### src/rtl/irq_agg_pkg.sv
package irq_agg_pkg;
  localparam int DW     = 16;
  localparam int AW     = 4;

  localparam logic [AW-1:0] A_FLAGS = 4'd0;
  localparam logic [AW-1:0] A_CFG1  = 4'd1;
  localparam logic [AW-1:0] A_CFG2  = 4'd2;
  localparam logic [AW-1:0] A_MEN1  = 4'd3;
  localparam logic [AW-1:0] A_MEN2  = 4'd4;
  localparam logic [AW-1:0] A_CSTAT = 4'd5;
  localparam logic [AW-1:0] A_CIE   = 4'd6;

  localparam int CFG_EN_BIT  = 15;
  localparam int CFG_LVL_BIT = 14;
  localparam int TREAT_BIT   = 15;

  localparam int CPU_TMO_BIT  = 3;
  localparam int CPU_DONE_BIT = 4;
  localparam logic [DW-1:0] CPU_SRC_MASK = (DW'(1) << CPU_TMO_BIT) | (DW'(1) << CPU_DONE_BIT);

  typedef struct packed {
    logic       en;
    logic       lvl;
    logic [13:0] per;
  } line_cfg_t;
endpackage

### src/rtl/irq_src_bank.sv
module irq_src_bank #(
  parameter int W = 16,
  parameter logic [W-1:0] MASK = '1
) (
  input  logic         clk,
  input  logic         rst_n,
  input  logic         ie_we,
  input  logic [W-1:0] ie_wdata,
  input  logic [W-1:0] clr,
  input  logic [W-1:0] ev,
  output logic [W-1:0] ie_q,
  output logic [W-1:0] stat_q,
  output logic         active
);
  logic [W-1:0] stat_d;

  always_comb begin
    stat_d = ((stat_q & ~clr) | ev) & MASK;
  end

  always_ff @(posedge clk or negedge rst_n) begin
    if (!rst_n) begin
      ie_q   <= '0;
      stat_q <= '0;
    end else begin
      stat_q <= stat_d;
      if (ie_we) ie_q <= ie_wdata & MASK;
    end
  end

  assign active = |(stat_q & ie_q);
endmodule

### src/rtl/irq_throttle.sv
module irq_throttle #(
  parameter int CLK_PER_US = 100,
  parameter int PER_W      = 12
) (
  input  logic             clk,
  input  logic             rst_n,
  input  logic             treat,
  input  logic [PER_W-1:0] period,
  output logic             busy
);
  localparam int PRE_W = (CLK_PER_US > 1) ? $clog2(CLK_PER_US) : 1;
  localparam logic [PRE_W-1:0] PRE_LAST = PRE_W'(CLK_PER_US - 1);

  logic [PRE_W-1:0] pre_q;
  logic [PER_W-1:0] cnt_q;
  logic             tick;

  assign tick = (pre_q == PRE_LAST);

  always_ff @(posedge clk or negedge rst_n) begin
    if (!rst_n) begin
      pre_q <= '0;
      cnt_q <= '0;
    end else if (treat) begin
      pre_q <= '0;
      cnt_q <= period;
    end else begin
      pre_q <= tick ? '0 : pre_q + 1'b1;
      if (tick && cnt_q != '0) cnt_q <= cnt_q - 1'b1;
    end
  end

  assign busy = (cnt_q != '0);
endmodule

### src/rtl/irq_pin_stage.sv
module irq_pin_stage (
  input  logic clk,
  input  logic rst_n,
  input  logic en,
  input  logic lvl,
  input  logic pend,
  input  logic hold,
  output logic pin_o,
  output logic oe_o
);
  logic act_q, lvl_q;

  always_ff @(posedge clk or negedge rst_n) begin
    if (!rst_n) begin
      act_q <= 1'b0;
      lvl_q <= 1'b0;
    end else begin
      act_q <= en & pend & ~hold;
      lvl_q <= lvl;
    end
  end

  assign oe_o  = act_q;
  assign pin_o = act_q & lvl_q;
endmodule

### src/rtl/irq_aggregator.sv
module irq_aggregator
  import irq_agg_pkg::*;
#(
  parameter int N_MOD      = 4,
  parameter int CLK_PER_US = 125,
  parameter int PER_W      = 12
) (
  input  logic             clk,
  input  logic             rst_n,
  input  logic             reg_wr_en,
  input  logic             reg_rd_en,
  input  logic [AW-1:0]    reg_addr,
  input  logic [DW-1:0]    reg_wdata,
  output logic [DW-1:0]    reg_rdata,
  input  logic [1:0]       cpu_ev_i,
  input  logic [N_MOD-2:0] mod_req_i,
  output logic             irq1_o,
  output logic             irq1_oe,
  output logic             irq2_o,
  output logic             irq2_oe
);
  localparam int NL = 2;

  logic [DW-1:0]    cfg_q [NL];
  logic [N_MOD-1:0] men_q [NL];
  logic [NL-1:0]    pin_v, oe_v, pend_v, hold_v;

  logic [DW-1:0]    cpu_ev_vec, cpu_clr, cpu_ie, cpu_stat;
  logic             cpu_active;
  logic [N_MOD-1:0] flags;
  logic             treat;
  logic             thr_busy;
  logic             wr_cie;

  // place the two CPU events at their status positions
  always_comb begin
    cpu_ev_vec = '0;
    cpu_ev_vec[CPU_TMO_BIT]  = cpu_ev_i[0];
    cpu_ev_vec[CPU_DONE_BIT] = cpu_ev_i[1];
  end

  assign cpu_clr = (reg_wr_en && reg_addr == A_CSTAT) ? reg_wdata : '0;
  assign wr_cie  = reg_wr_en && reg_addr == A_CIE;
  assign treat   = reg_wr_en && reg_addr == A_FLAGS && reg_wdata[TREAT_BIT];

  irq_src_bank #(.W(DW), .MASK(CPU_SRC_MASK)) u_cpu (
    .clk(clk), .rst_n(rst_n),
    .ie_we(wr_cie), .ie_wdata(reg_wdata),
    .clr(cpu_clr), .ev(cpu_ev_vec),
    .ie_q(cpu_ie), .stat_q(cpu_stat), .active(cpu_active)
  );

  assign flags = {mod_req_i, cpu_active};

  irq_throttle #(.CLK_PER_US(CLK_PER_US), .PER_W(PER_W)) u_thr (
    .clk(clk), .rst_n(rst_n), .treat(treat),
    .period(cfg_q[0][PER_W-1:0]), .busy(thr_busy)
  );

  genvar li;
  generate
    for (li = 0; li < NL; li++) begin : g_line
      localparam logic [AW-1:0] CFG_A = (li == 0) ? A_CFG1 : A_CFG2;
      localparam logic [AW-1:0] MEN_A = (li == 0) ? A_MEN1 : A_MEN2;

      always_ff @(posedge clk or negedge rst_n) begin
        if (!rst_n) begin
          cfg_q[li] <= '0;
          men_q[li] <= '0;
        end else if (reg_wr_en) begin
          if (reg_addr == CFG_A) cfg_q[li] <= reg_wdata;
          if (reg_addr == MEN_A) men_q[li] <= reg_wdata[N_MOD-1:0];
        end
      end

      assign pend_v[li] = |(flags & men_q[li]);

      if (li == 0) begin : g_thr
        assign hold_v[li] = thr_busy;
      end else begin : g_free
        assign hold_v[li] = 1'b0;
      end

      irq_pin_stage u_pin (
        .clk(clk), .rst_n(rst_n),
        .en(cfg_q[li][CFG_EN_BIT]), .lvl(cfg_q[li][CFG_LVL_BIT]),
        .pend(pend_v[li]), .hold(hold_v[li]),
        .pin_o(pin_v[li]), .oe_o(oe_v[li])
      );
    end
  endgenerate

  assign irq1_o  = pin_v[0];
  assign irq1_oe = oe_v[0];
  assign irq2_o  = pin_v[1];
  assign irq2_oe = oe_v[1];

  logic [DW-1:0] rd_mux;
  always_comb begin
    rd_mux = '0;
    case (reg_addr)
      A_FLAGS: rd_mux = DW'(flags);
      A_CFG1:  rd_mux = cfg_q[0];
      A_CFG2:  rd_mux = cfg_q[1];
      A_MEN1:  rd_mux = DW'(men_q[0]);
      A_MEN2:  rd_mux = DW'(men_q[1]);
      A_CSTAT: rd_mux = cpu_stat;
      A_CIE:   rd_mux = cpu_ie;
      default: rd_mux = '0;
    endcase
  end

  always_ff @(posedge clk or negedge rst_n) begin
    if (!rst_n)         reg_rdata <= '0;
    else if (reg_rd_en) reg_rdata <= rd_mux;
  end
endmodule

### config.mk
export PLATFORM = sky130hd
export DESIGN_NAME = irq_aggregator
export DESIGN_NICKNAME = d
export VERILOG_FILES = /design/src/rtl/irq_agg_pkg.sv /design/src/rtl/irq_src_bank.sv /design/src/rtl/irq_throttle.sv /design/src/rtl/irq_pin_stage.sv /design/src/rtl/irq_aggregator.sv
export SDC_FILE = /design/constraint.sdc
export NUM_CORES = 1
export LEC_CHECK = 0
export BUFFER_PORTS_ARGS = -buffer_cell sky130_fd_sc_hd__buf_2
export CORE_MARGIN = 2
export CORE_UTILIZATION = 57
export DETAILED_ROUTE_END_ITERATION = 10
export PLACE_DENSITY = 0.89
export SYNTH_ARGS = -nofsm -noshare
export SYNTH_HDL_FRONTEND = slang
export SYNTH_SLANG_ARGS = --single-unit
### constraint.sdc
create_clock -name clk -period 2.5 [get_ports clk]
set_input_delay 0.125 -clock clk [delete_from_list [all_inputs] [get_ports clk]]
set_output_delay 0.125 -clock clk [all_outputs]
set_load 0.02 [all_outputs]
Word level (Yosys, flattened, before mapping)
Index checks and enable logic that the tools add are counted.
Widths: inputs -> output; s select.
{ "op_classes": {"add_sub_neg": 2, "muxes": 6, "n_eq_ne": 7, "reduce_logical": 15, "bitwise": 12} }
{ "ops": {"columns": ["op", "n"], "rows": [
  ["$pmux 16 s7", 1],
  ["$mux 12", 2],
  ["$reduce_or 16->1", 1],
  ["$mux 7", 2],
  ["$eq 4x3->1 const B", 3],
  ["$reduce_bool 12->1", 1],
  ["$sub 12x1->12 const B", 1],
  ["$and 5x5->5", 2],
  ["$and 4x4->4", 2],
  ["$eq 4x2->1 const B", 2],
  ["$reduce_and 2->1", 4],
  ["$reduce_or 4->1", 2],
  ["$add 7x1->7 const B", 1],
  ["$eq 7x7->1 const B", 1],
  ["$and 1x1->1", 5],
  ["$logic_and 1x1->1", 5],
  ["$mux 5", 1],
  ["$not 5->5", 1],
  ["$or 5x5->5", 1],
  ["$eq 4x1->1 const B", 1],
  ["$logic_not 4->1", 1],
  ["$reduce_bool 2->1", 1],
  ["$not 1->1", 1]
]} }
{ "totals": {"elab_cells": 55, "in_bits": 29, "out_inout_bits": 20, "register_bits": 83} }

Logic depth before layout (Yosys ltp)
Gate-level depths: netlist of the first run.
{ "logic_depth": {"ltp_word": 6, "ltp_mapped": 8, "depth_no_buf": 7} }

By module
A second synthesis of the first run with hierarchy kept.
{ "unflattened": {"hier_cells": 420, "area_unflattened_um2": 4719.5} }
{ "by_module_without_submodules": {"columns": ["mod", "seq_area_each_um2", "cells_per_inst", "area_per_inst_um2", "n_inst"], "rows": [
  ["irq_aggregator", 1401.3, 244, 3044.2, 1],
  ["irq_throttle", 475.5, 128, 1169.9, 1],
  ["irq_src_bank", 100.1, 40, 375.4, 1],
  ["irq_pin_stage", 50.0, 4, 65.1, 2]
]} }

Least setup slack after synthesis of the first run
Ideal clock, no wire load.
{ "synth_timing": {"path_kind": "register to register", "startpoint": "reg u_thr.pre_q[0]", "endpoint": "reg u_thr.cnt_q[10]", "n_path_buf": 1, "required_ns": 2.418, "path_stages_with_launch": 9, "period_less_slack_ns": 1.960, "setup_ns": 0.082, "arrival_ns": 1.878, "setup_slack_ns": 0.540, "cell_sequence": "dfrtp_1 -> inv_1 -> ha_1 -> nand2_1 -> or2_1 -> clkbuf_2 -> or4_1 -> or3_1 -> a31oi_1"} }
{ "synth_via": {"elab_chain_cells": 3} }
{ "synth_rtl": {"columns": ["element", "line_no", "text"], "rows": [
  ["start, declared", "irq_throttle.sv:14", "logic [PRE_W-1:0] pre_q;"],
  ["start signal, assigned", "irq_throttle.sv:28", "pre_q <= tick ? '0 : pre_q + 1'b1;"],
  ["$eq 7x7->1", "irq_throttle.sv:18", "assign tick = (pre_q == PRE_LAST);"],
  ["$logic_and 1x1->1", "irq_throttle.sv:29", "if (tick && cnt_q != '0) cnt_q <= cnt_q - 1'b1;"],
  ["$reduce_bool 2->1 (no line)", null, null],
  ["end signal, assigned", "irq_throttle.sv:26", "cnt_q <= period;"],
  ["end signal, assigned", "irq_throttle.sv:29", null],
  ["end, declared", "irq_throttle.sv:15", "logic [PER_W-1:0] cnt_q;"]
]} }
Every way passes these cells.
A chain may end at the register's enable or synchronous reset.

Worst setup path in the final report of the first run
Same ends and word-level chain as after synthesis.

==> results of run 1 <==
logic make-up (layout without fill, tap and decap cells):
kind of cell,after synthesis,after routing,synth area share [%]
simple gates,87,87,11.6
flops,83,83,54.6
compound gates,65,65,11.6
mux,47,47,13.8
buf+inv,40,95,4.05
xor+xnor,13,13,3.00
fa+ha+maj,4,4,1.32
cells in the mapped netlist (all sizes together), types with 2 or more instances:
cell type   n  area [um^2]
nor2b       3         18.8
dfrtp      83         2080
nor4        3         18.8
buf         4         17.5
o21ai       3         15.0
and3        3         21.3
nor3b       2         15.0
a22o        3         26.3
and2        4         25.0
inv        23         86.3
xor2        7         61.3
a221oi      3         26.3
nand4       3         18.8
nand2b      2         12.5
nor2       23         86.3
nand2      17         63.8
or4         2         15.0
nand3      10         50.1
clkbuf     13         50.0
nor3       10         50.1
o22ai      16          100
a22oi      11         82.6
a31oi       5         31.3
mux2       44          495
a21oi      13         65.1
xnor2       6         52.6
a21o        2         15.0
ha          4         50.1
a222oi      3         30.0
mux2i       3         30.0
through the flow:
step           worst slack (ns)  utilization (%)  cells  hold WS [ns]  power, mW
5_1_grt                   0.272             68.1    471       0.00622       3.66
3_5_place_dp              0.470             64.4    452         0.312       2.50
3_3_place_gp              0.561             64.4    452         0.304       2.44
6_report                  0.446             68.1    471       0.00631       3.49
2_1_floorplan             0.540                -    339        -0.171       2.28
4_1_cts                   0.455             68.1    471       0.00112       3.49
cell usage in the layout, fill, tap and decap left out, types with 2 or more instances in the layout:
| cell | instances |
|---|---|
| nor2b_1 | 3 |
| o22ai_1 | 16 |
| a21o_1 | 2 |
| dlygate4sd3_1 | 3 |
| clkinv_4 | 3 |
| or4_1 | 2 |
| nor2_1 | 23 |
| inv_1 | 23 |
| buf_2 | 47 |
| nor4_1 | 3 |
| clkbuf_8 | 10 |
| a31oi_1 | 5 |
| a21oi_1 | 13 |
| a221oi_1 | 3 |
| mux2_2 | 44 |
| ha_1 | 4 |
| nor3_1 | 10 |
| a222oi_1 | 3 |
| xor2_1 | 7 |
| and3_2 | 2 |
| nand3_1 | 10 |
| mux2i_1 | 3 |
| a22oi_1 | 11 |
| a22o_1 | 3 |
| nand2b_1 | 2 |
| and2_1 | 4 |
| buf_4 | 6 |
| nand4_1 | 3 |
| xnor2_1 | 6 |
| nor3b_1 | 2 |
| nand2_1 | 17 |
| o21ai_0 | 3 |
| dfrtp_1 | 83 |
metal layers:
layer  part of all wire (%)  vias to the layer above  GRT usage (%)
met5                      0                        -              0
met4                    2.5                        0           13.6
met3                    5.3                       24           3.85
met2                     51                      118           41.6
met1                     42                     1435           31.2
li1                       -                     1313              -
how the worst max path moves through the flow:
stage / start / end / slack, ns / cells past startpoint
global route: u_thr.pre_q[0]$_DFF_PN0_ / u_thr.cnt_q[10]$_DFFE_PN0P_ / 0.27 / 7
global placement: u_thr.pre_q[0]$_DFF_PN0_ / u_thr.cnt_q[10]$_DFFE_PN0P_ / 0.56 / 7
CTS: u_thr.pre_q[0]$_DFF_PN0_ / u_thr.cnt_q[10]$_DFFE_PN0P_ / 0.46 / 7
finish: u_thr.pre_q[0]$_DFF_PN0_ / u_thr.cnt_q[10]$_DFFE_PN0P_ / 0.45 / 7
detailed placement: u_thr.pre_q[0]$_DFF_PN0_ / u_thr.cnt_q[10]$_DFFE_PN0P_ / 0.47 / 7
floorplan: u_thr.pre_q[0]$_DFF_PN0_ / u_thr.cnt_q[10]$_DFFE_PN0P_ / 0.54 / 8
worst register-to-register path, cell delays in order, from the launching register on:
cell,delay (ns)
dfrtp_1,0.43
inv_1,0.08
ha_1,0.15
nand2_1,0.06
or2_1,0.28
or4_1,0.50
or3_1,0.32
a31oi_1,0.16
where the power goes:
group	switching (mW)	leakage [nW]	internal (mW)
Combinational	0.308	0.820	0.326
Sequential	0.229	1.02	1.63
Clock	0.501	0.103	0.497
area by class of cell:
class,instances,area (um^2)
multi-input combinational,216,1570
timing repair buffer,56,310
clock inverter,6,72.6
clock buffer,10,138
inverter,23,86.3
tap,77,96.3
sequential,83,2080
fill,451,2040
sequential cells by signal, indices dropped and copies added, names as in the netlist:
signal              cells
u_thr.cnt_q            12
cfg_q                  32
u_thr.pre_q             7
u_cpu.ie_q              2
reg_rdata              16
men_q                   8
u_cpu.stat_q            2
g_line.u_pin.lvl_q      2
g_line.u_pin.oe_o       2
timing repair:
item,CTS,global route
endpoints found under the hold margin,85,0
setup buffers,0,0
hold buffers,3,0
==> results_dict.tcl, run 1 <==
set metrics [dict create \
    status "finished, final reports clean" \
    core-area_mm2 0.00639 \
    crit_buf_inv 1 \
    fin_nets 422 \
    grt_setup_unrepaired "false" \
    first_global_vias 3006 \
    vias 2890 \
    setup_viol 0 \
    hold_path.startpoint "reg_wdata[14]" \
    via_per_inst 6.14 \
    syn_area_mm2 0.00380 \
    layout-drive-gt1-share_pct 29.7 \
    fin_area_mm2 0.00435 \
    drc 0 \
    fp.dieH_um 85.7 \
    cts_buffers 9 \
    gr-usage-all-layers_pct 24.9 \
    maxSlewViolCount 0 \
    clockBufferDepth 2 \
    synthArstFlopShare_pct 100 \
    syn_area_per_cell_um2 11.2 \
    clock.fmax_ghz 0.487 \
    cts_root_buf "clkbuf_8" \
    port_buffers 48 \
    wl_mm 8.48 \
    cp-start-kind "register" \
    antenna_found_initial 0 \
    worstHoldEndpoint "cfg_q[14]$_DFFE_PN0P_" \
    diodes 0 \
    overflow 0 \
    r2r-start "u_thr.pre_q[0]$_DFF_PN0_" \
    slowest_stage "or4_1" \
    cp_top_family "simple AND/OR/NAND/NOR gates" \
    ios 49 \
    power_density_mw_per_mm2 802 \
    ys_types 44 \
    dominantRegCellSynth "dfrtp_1" \
    seq_area_frac_synth_pct 54.6 \
    area.growth.synth_to_final_pct 14.5 \
    drtPass1Iterations 4 \
    cts_tree "done" \
    ys_ff_latch 83 \
    min_period_ns 2.05 \
    clock_sinks 83 \
    crit_fanout 7 \
    syn_inst 339 \
    grt_pass1_wl_mm 14.1 \
    clock_latency_ns 0.36 \
    max_slew.worst_pin.slew_ns 1.03 \
    fin_crit_sh_pct 82.1 \
    grt_max_degree 84 \
    syn-num-nets 372 \
    cp.arrival_ns 2.33 \
    synth_edf_count 0 \
    clk_pin_slew_ns 0.09 \
    drt_iter0_drc 200 \
    yosysWarnings 0 \
    die_w_um 85.7 \
    cts_resized 0 \
    holdPathStages 2 \
    hold_viol 0 \
    min_path_type "input pin to register" \
    num_rows 29 \
    peakVddDrop_mv 0.553 \
    leakage_nw 1.94 \
    critPathRequiredTime_ns 2.78 \
    gp_congestion 0.888 \
    critPathMaxStageDelay_ns 0.50 \
    wire_per_inst_um 18.0 \
    finalSetupTns_ns 0 \
    path_class "register to register" \
    worstPathCellList "inv_1 -> ha_1 -> nand2_1 -> or2_1 -> or4_1 -> or3_1 -> a31oi_1" \
    max-slew-margin-rel_pct 31.2 \
    drtAntennaViolNets 0 \
    dp_hpwl_mm 5.66 \
    reg2reg_depth 7 \
    ff2ff_setup_slack_ns 0.45 \
    dieArea_mm2 0.00734 \
    dpl_cell_area_mm2 0.00411 \
    rr_endpoint "u_thr.cnt_q[10]$_DFFE_PN0P_" \
    initial_core_util_pct 59.5 \
    clock_skew_ns 0.0102 \
    maxCapViolCount 0 \
    setup.worst_path.end_class "register" \
    h-tree-depth 3 \
]
No activity file was read; power rests on OpenSTA's default activity.
==> run 2, diff against run 1 <==
Clock period 2.5 ns to 2.12 ns, I/O delays scaled along.
==> results_dict.tcl, run 2 (synthesis gave the netlist of run 1 again) <==
set metrics [dict create \
    status "finished with violations" \
    violations "negative hold slack" \
    max-slew-margin-rel_pct 59.0 \
    min_period_ns 1.95 \
    antenna_found_initial 0 \
    dp_hpwl_mm 5.83 \
    drc 0 \
    clockBufferDepth 2 \
    drtPass1Iterations 5 \
    port_buffers 48 \
    clockPowerShare_pct 26.6 \
    fin_crit_sh_pct 92.0 \
    switchingPower_mw 1.27 \
    gp_congestion 0.842 \
    final_cell_mix "83 x dfrtp_1, 47 x buf_2, 44 x mux2_2" \
    drtAntennaViolNets 0 \
    crit_fanout 7 \
    finalSetupTns_ns 0 \
    p_seq_share_pct 54.4 \
    reg2reg_depth 5 \
    gr-usage-all-layers_pct 25.3 \
    dieArea_mm2 0.00734 \
    path_class "register to register" \
    post-place-ws_ns 0.193 \
    leakage_nw 1.99 \
    clock_skew_ns 0.0113 \
    cts_root_buf "clkbuf_8" \
    setup_slack_ns 0.169 \
    intPower_mw 2.76 \
    maxSlewViolCount 0 \
    cts_tree "done" \
    pwr-share-comb_pct 19.0 \
    via_per_inst 5.96 \
    clock_sinks 83 \
    area.growth.synth_to_final_pct 16.9 \
    setup.worst_path.end_class "register" \
    wl_mm 8.54 \
    ff2ff_setup_slack_ns 0.17 \
    hold_path.startpoint "reg_wdata[5]" \
    power_density_mw_per_mm2 906 \
    r2r-start "u_thr.cnt_q[6]$_DFFE_PN0P_" \
    cts_resized 0 \
    clk_pin_slew_ns 0.09 \
    overflow 0 \
    hold_ws_ns -0.00101 \
    drt_iter0_drc 268 \
    peakVddDrop_mv 0.595 \
    h-tree-depth 3 \
    clock_latency_ns 0.37 \
    cts_setup_buffers 0 \
    cp.arrival_ns 2.20 \
    worstHoldEndpoint "cfg_q[5]$_DFFE_PN0P_" \
    p_sw_share_pct 31.4 \
    p_total_mw 4.03 \
    max_slew.worst_pin.slew_ns 0.615 \
    wire_per_inst_um 17.7 \
    setup_viol 0 \
    min_path_type "input pin to register" \
    fin_nets 434 \
    largest-register "cfg_q" \
    ios 49 \
    fin_cells 483 \
    initial_core_util_pct 59.5 \
    clock.fmax_ghz 0.513 \
    grt_max_degree 49 \
    holdPathStages 2 \
    fp.dieH_um 85.7 \
    maxCapViolCount 0 \
    top_regs "cfg_q (32), reg_rdata (16), u_thr.cnt_q (12)" \
    grt_pass1_wl_mm 14.4 \
    layout-drive-gt1-share_pct 30.0 \
    cp-start-kind "register" \
    hold_viol 1 \
    die_w_um 85.7 \
    largest_register_ffs 32 \
    grt_setup_unrepaired "false" \
    first_global_vias 2980 \
    dp_cells 457 \
    critPathRequiredTime_ns 2.37 \
    core-area_mm2 0.00639 \
    vias 2877 \
    rr_endpoint "u_thr.cnt_q[2]$_DFFE_PN0P_" \
    cts_buffers 9 \
    num_rows 29 \
    final_common_cell "dfrtp_1" \
    diodes 0 \
]
[run 2: changes by cell type in the layout (fill, tap and decap cells not counted), sizes merged]
cell,before,now
clkbuf,10,9
inv,24,27
dlygate4sd3,3,10
buf,53,58
clkinv,3,2
bufinv,1,0
[run 2: timing repair]
action / in CTS / in global routing
hold endpoints to repair: 63 / 0
setup endpoints to repair: 0 / 0
hold buffers: 10 / 0
[run 2: critical path, stage by stage (launching register included)]
cell and delay (ns):
dfrtp_1 0.42, nor4_1 0.43, nand4_1 0.35, a31oi_1 0.27, a31oi_1 0.07, mux2_2 0.28
[run 2: area by class of cell]
cell class,instances,area [um^2]
inverter,23,86.3
clock inverter,7,58.8
timing repair buffer,68,430
multi-input combinational,216,1570
tap,77,96.3
sequential,83,2080
clock buffer,9,124
fill,437,1940
[run 2: how the worst max path moves through the flow]
stage / from / slack (ns) / to
after floorplan: u_thr.pre_q[0]$_DFF_PN0_ / 0.16 / u_thr.cnt_q[10]$_DFFE_PN0P_
after global placement: u_thr.pre_q[0]$_DFF_PN0_ / 0.25 / u_thr.cnt_q[10]$_DFFE_PN0P_
after detailed placement: u_thr.pre_q[0]$_DFF_PN0_ / 0.19 / u_thr.cnt_q[10]$_DFFE_PN0P_
after CTS: u_thr.pre_q[0]$_DFF_PN0_ / 0.17 / u_thr.cnt_q[10]$_DFFE_PN0P_
after global routing: u_thr.pre_q[0]$_DFF_PN0_ / 0.02 / u_thr.cnt_q[10]$_DFFE_PN0P_
final: u_thr.cnt_q[6]$_DFFE_PN0P_ / 0.17 / u_thr.cnt_q[2]$_DFFE_PN0P_
[run 2: metal layers]
| metal | wire [um] | global-route usage (%) | vias up |
|---|---|---|---|
| met5 | 0 | 0 | - |
| met4 | 170 | 12.8 | 0 |
| met3 | 418 | 3.56 | 19 |
| met2 | 4330 | 42.1 | 90 |
| met1 | 3620 | 32.7 | 1420 |
| li1 | - | - | 1348 |
[run 2: power by group through the flow]
stage / logic, mW / registers (mW) / clock network [mW]
floorplan: 0.531 / 2.15 / 0
detailed placement: 0.745 / 2.21 / 0
global route: 0.863 / 2.23 / 1.14
finish: 0.766 / 2.19 / 1.07
global placement: 0.710 / 2.18 / 0
CTS: 0.771 / 2.18 / 1.08
[run 2: metrics by stage]
stage          utilization (%)  area (um^2)
6_report                  69.6         4440
5_1_grt                   69.6         4440
4_1_cts                   69.6         4440
3_5_place_dp              65.1         4160
3_3_place_gp              65.1         4160
2_1_floorplan                -         3800
